[config.mk]
export PLATFORM = sky130hd
export DESIGN_NAME = epd_top
export DESIGN_NICKNAME = d
export VERILOG_FILES = /design/src/rtl/epd_pkg.sv /design/src/rtl/epd_wait_unit.sv /design/src/rtl/epd_top.sv
export SDC_FILE = /design/constraint.sdc
export NUM_CORES = 1
export LEC_CHECK = 0
export BUFFER_PORTS_ARGS = -buffer_cell sky130_fd_sc_hd__buf_2
export CELL_PAD_IN_SITES_DETAIL_PLACEMENT = 1
export CELL_PAD_IN_SITES_GLOBAL_PLACEMENT = 1
export CORE_AREA = 2 2 39 41
export CTS_BUF_LIST = sky130_fd_sc_hd__clkbuf_4 sky130_fd_sc_hd__clkbuf_8
export CTS_CLUSTER_SIZE = 30
export DETAILED_ROUTE_END_ITERATION = 8
export DIE_AREA = 0 0 41 43
export PLACE_DENSITY = 0.34
export SLEW_MARGIN = 40
export SYNTH_ARGS = -nofsm -noshare
export SYNTH_HDL_FRONTEND = slang
export SYNTH_SLANG_ARGS = --single-unit
[constraint.sdc]
create_clock -name clk -period 0.9 [get_ports clk]
set_input_delay 0.09 -clock clk [delete_from_list [all_inputs] [get_ports clk]]
set_output_delay 0.09 -clock clk [all_outputs]
set_load 0.05 [all_outputs]
[src/rtl/epd_pkg.sv]
package epd_pkg;

    // Phases of one wait-driven edge loop
    typedef enum logic [1:0] {
        PH_WAIT_LOW  = 2'd0,
        PH_WAIT_HIGH = 2'd1,
        PH_REARM     = 2'd2
    } epd_phase_e;

endpackage

[src/rtl/epd_wait_unit.sv]
module epd_wait_unit
    import epd_pkg::*;
#(
    parameter int GAP_CYCLES = 1
) (
    input  logic clk,
    input  logic rst,
    input  logic enable,
    input  logic watch,
    output logic pulse
);

    localparam int CNT_W = (GAP_CYCLES < 2) ? 1 : $clog2(GAP_CYCLES);
    localparam logic [CNT_W-1:0] GAP_LAST = CNT_W'(GAP_CYCLES - 1);

    typedef struct packed {
        epd_phase_e       phase;
        logic [CNT_W-1:0] gap_cnt;
    } unit_state_t;

    unit_state_t state_d, state_q;
    logic        pulse_d;

    always_comb begin
        state_d = state_q;
        pulse_d = 1'b0;
        if (!enable) begin
            state_d.phase   = PH_WAIT_LOW;
            state_d.gap_cnt = '0;
        end else begin
            unique case (state_q.phase)
                PH_WAIT_LOW: begin
                    // low seen: the high wait fails at once, one tick later check again
                    if (!watch) begin
                        state_d.phase = PH_WAIT_HIGH;
                    end
                end
                PH_WAIT_HIGH: begin
                    if (watch) begin
                        pulse_d         = 1'b1;
                        state_d.phase   = PH_REARM;
                        state_d.gap_cnt = '0;
                    end
                end
                PH_REARM: begin
                    if (state_q.gap_cnt == GAP_LAST) begin
                        state_d.phase   = PH_WAIT_LOW;
                        state_d.gap_cnt = '0;
                    end else begin
                        state_d.gap_cnt = state_q.gap_cnt + 1'b1;
                    end
                end
                default: begin
                    state_d.phase   = PH_WAIT_LOW;
                    state_d.gap_cnt = '0;
                end
            endcase
        end
    end

    always_ff @(posedge clk) begin
        if (rst) begin
            state_q.phase   <= PH_WAIT_LOW;
            state_q.gap_cnt <= '0;
        end else begin
            state_q <= state_d;
        end
    end

    assign pulse = pulse_d;

endmodule

[src/rtl/epd_top.sv]
module epd_top #(
    parameter int GAP_CYCLES = 1
) (
    input  logic clk,
    input  logic rst,
    input  logic enable,
    input  logic sig_in,
    output logic rise_pulse,
    output logic fall_pulse,
    output logic any_pulse
);

    localparam int N_DET = 2;  // index 0: rising, index 1: falling

    logic [N_DET-1:0] det_pulse;

    for (genvar g = 0; g < N_DET; g++) begin : g_det
        logic watch_lvl;
        if (g == 0) begin : g_pos
            assign watch_lvl = sig_in;
        end else begin : g_neg
            assign watch_lvl = ~sig_in;
        end
        epd_wait_unit #(
            .GAP_CYCLES(GAP_CYCLES)
        ) i_unit (
            .clk   (clk),
            .rst   (rst),
            .enable(enable),
            .watch (watch_lvl),
            .pulse (det_pulse[g])
        );
    end

    assign rise_pulse = det_pulse[0];
    assign fall_pulse = det_pulse[1];
    assign any_pulse  = |det_pulse;

endmodule

==> metrics.md <==
| Metric | Value |
|---|---|
| Num rows | 14 |
| Worst r2r src | g_det[1].i_unit.state_q[2] |
| Final min period | 1.22 ns |
| CTS tree | done |
| Vias | 150 |
| Tightest Pin Transition | 0.210 ns |
| Outcome | finished, violations left |
| Synthesized area | 149 um^2 |
| WS Path Type | flop to output port |
| Clock Path Buffers | 2 |
| Core Util, Final | 20.2% |
| Critical Path End Type | output port |
| Final Slew Violations | 0 |
| Setup bufs post-CTS | 0 |
| Setup TNS Final | -0.730 ns |
| IO Pins | 7 |
| Root buffer selected by CTS | clkbuf_4 |
| Total track usage | 6.84% |
| Die height | 43 um |
| Syn_area_per_cell | 11.5 um^2 |
| CTS Hold Bufs | 0 |
| Routed Antenna Nets | 0 |
| Hold Crit Class | input pin to flop |
| Worst Path Max Fanout | 2 |
| Cells after Synth | 13 |
| Fmax | 0.820 GHz |
| Peak VDD IR | 0.300 mV |
| Placed cells | 38 |
| Yosys reg bits | 4 |
| Final setup viols | 3 |
| # diodes | 0 |
| Hold_sp | sig_in |
| First-pass GRT wire length | 696 um |
| Largest net degree at the start of global routing | 5 |
| WHS Endpoint | g_det[1].i_unit.state_q[2] |
| WL/cell | 10.0 um |
| Max reg flops | 4 |
| Final nets | 31 |
| Clock Latency Late Sink | 0.23 ns |
| EDFF count, synth | 0 |
| FFs w/ async S/R, synth | 0% |
| Standby leakage power | 0.116 nW |
| Most numerous cell in the Yosys netlist | dfxtp_1 |
| Critical Path RT | 0.81 ns |
| Ys flop type | dfxtp_1 |
| Slew HR | 85.8% |
| Top reg by flops | g_det.i_unit.state_q |
| CTS H-tree lvls | 1 |
| Hold Fails Final Rpt | 0 |
| Total CTS buffers | 3 |
| Avg Vias per Cell | 3.66 |
| CORE AREA | 0.00138 mm^2 |
| Hold_ws | 0.0726 ns |
| Fin cells | 41 |
| R2R Setup Slk | 0.11 ns |
| Max cap viols | 0 |
| Vias in the first global route | 184 |
| Share of Yosys cell area claimed by the top area cell type | 53.8% |
| Crit path launch type | flop |
| Pwr/cell area | 1600 mW/mm^2 |
| Area after DPL | 230 um^2 |
| Reg2Reg Depth | 2 |
| GP Congestion | 0.522 |
| Syn_nets | 17 |
| Hold path cells | 2 |
| Top post-synthesis cells by area | dfxtp_1 54%, and4bb_1 8.4%, and4b_2 7.6% |
| Chip Width | 41 um |
| Clock-pin slew on the worst setup and hold paths | 0.03 ns |
| Drt total wl | 411 um |
| CTS sink cnt | 4 |
| Top flop regs | g_det.i_unit.state_q x4 |
| Number of DRC violations after detailed-routing iteration 0 | 0 |
| Area Overhead vs Synth | 87.4% |
| Setup ws final | -0.319 ns |
| Final critical-path share of the clock period | 135% |
| Synth area leader | dfxtp_1 |
| Die footprint | 0.00176 mm^2 |
| DRC viols | 0 |
| CP arrival | 1.13 ns |
| Failing checks | negative setup slack |
| Seq/Total Area, Yosys | 53.8% |
| Initial antenna violation count | 0 |
| Yosys warnings | 0 |
| Final instance area | 279 um^2 |
| Worst R2R End | g_det[1].i_unit.state_q[2] |
| Input/output buffers | 6 |
| Grt ovf | 0 |
| Skew final | 0.0000147 ns |
| Share of layout cells above drive strength 1 | 72.0% |
| RSZ-0062 raised after global routing | yes |
| Starting Density | 10.8% |
| Count of cell types in the netlist | 10 |
| Layout fillers | 165 |
| Pre-Repair DR Iteration Count | 1 |
==> report_power, final <==
group | switching (W) | leakage (nW) | internal (W)
registers | 0.00000222 | 0.0340 | 0.000183
clock network | 0.0000631 | 0.0138 | 0.000148
logic | 0.0000246 | 0.0679 | 0.0000239
==> through the flow <==
| stage | total power, W | worst slack [ns] |
|---|---|---|
| 2_1_floorplan | 0.000211 | -0.168 |
| 3_3_place_gp | 0.000230 | -0.133 |
| 3_5_place_dp | 0.000232 | -0.150 |
| 4_1_cts | 0.000457 | -0.330 |
| 5_1_grt | 0.000478 | -0.353 |
| 6_report | 0.000446 | -0.319 |
==> kinds of logic (layout without fill, tap and decap cells) <==
family,Yosys count,in the layout,synth area share (%)
buf+inv,0,12,0
simple gates,9,9,46.2
flops,4,4,53.8
==> timing repair <==
action                                  in CTS  in global routing
pin swaps                                    0                  2
endpoints found under the setup margin       3                  3
cloned                                       0                  0
gates resized for setup                      5                  6
==> area by class of cell <==
type	count	area, um^2	share of cell area, %
flip-flops and latches	4	83.8	30.0
repair buffers	9	75.1	26.9
multi-input cells	9	77.6	27.8
well taps	16	20.0	7.17
clock buffers	3	22.5	8.07
==> routing by layer <==
metal	vias up	wire [um]	part of all wire (%)	track usage, %
li1	73	-	-	-
met1	71	120	29	4.53
met2	6	247	60	10.3
met3	0	44	11	3.14
met4	0	0	0	10.0
met5	-	0	0	0
==> cell usage in the layout (no fill, tap or decap) <==
cell type,synthesis,routed
nor3b_1,1,1
nand2b_1,1,1
nand3b_1,1,1
and4b_4,0,1
buf_4,0,4
nor4b_1,1,1
buf_8,0,2
and4bb_4,0,1
dfxtp_1,4,1
dfxtp_2,0,3
buf_2,0,3
or2_4,0,1
nor3_1,1,1
nor2_1,1,1
clkbuf_4,0,3
==> worst max path at each step <==
stage | startpoint | end | slack, ns | cells past startpoint
final | g_det[0].i_unit.state_q[2] | any_pulse | -0.32 | 3
after detailed placement | g_det[0].i_unit.state_q[2] | any_pulse | -0.15 | 3
after CTS | g_det[1].i_unit.state_q[1] | any_pulse | -0.33 | 3
after global placement | g_det[0].i_unit.state_q[2] | any_pulse | -0.13 | 3
after floorplan | g_det[0].i_unit.state_q[2] | any_pulse | -0.17 | 2
after global routing | g_det[0].i_unit.state_q[2] | any_pulse | -0.35 | 3
==> critical path: stages, from the launching register on <==
cell and delay, ns:
dfxtp_2 0.31, and4b_4 0.19, or2_4 0.25, buf_8 0.15
No activity file was read; power rests on OpenSTA's default activity.
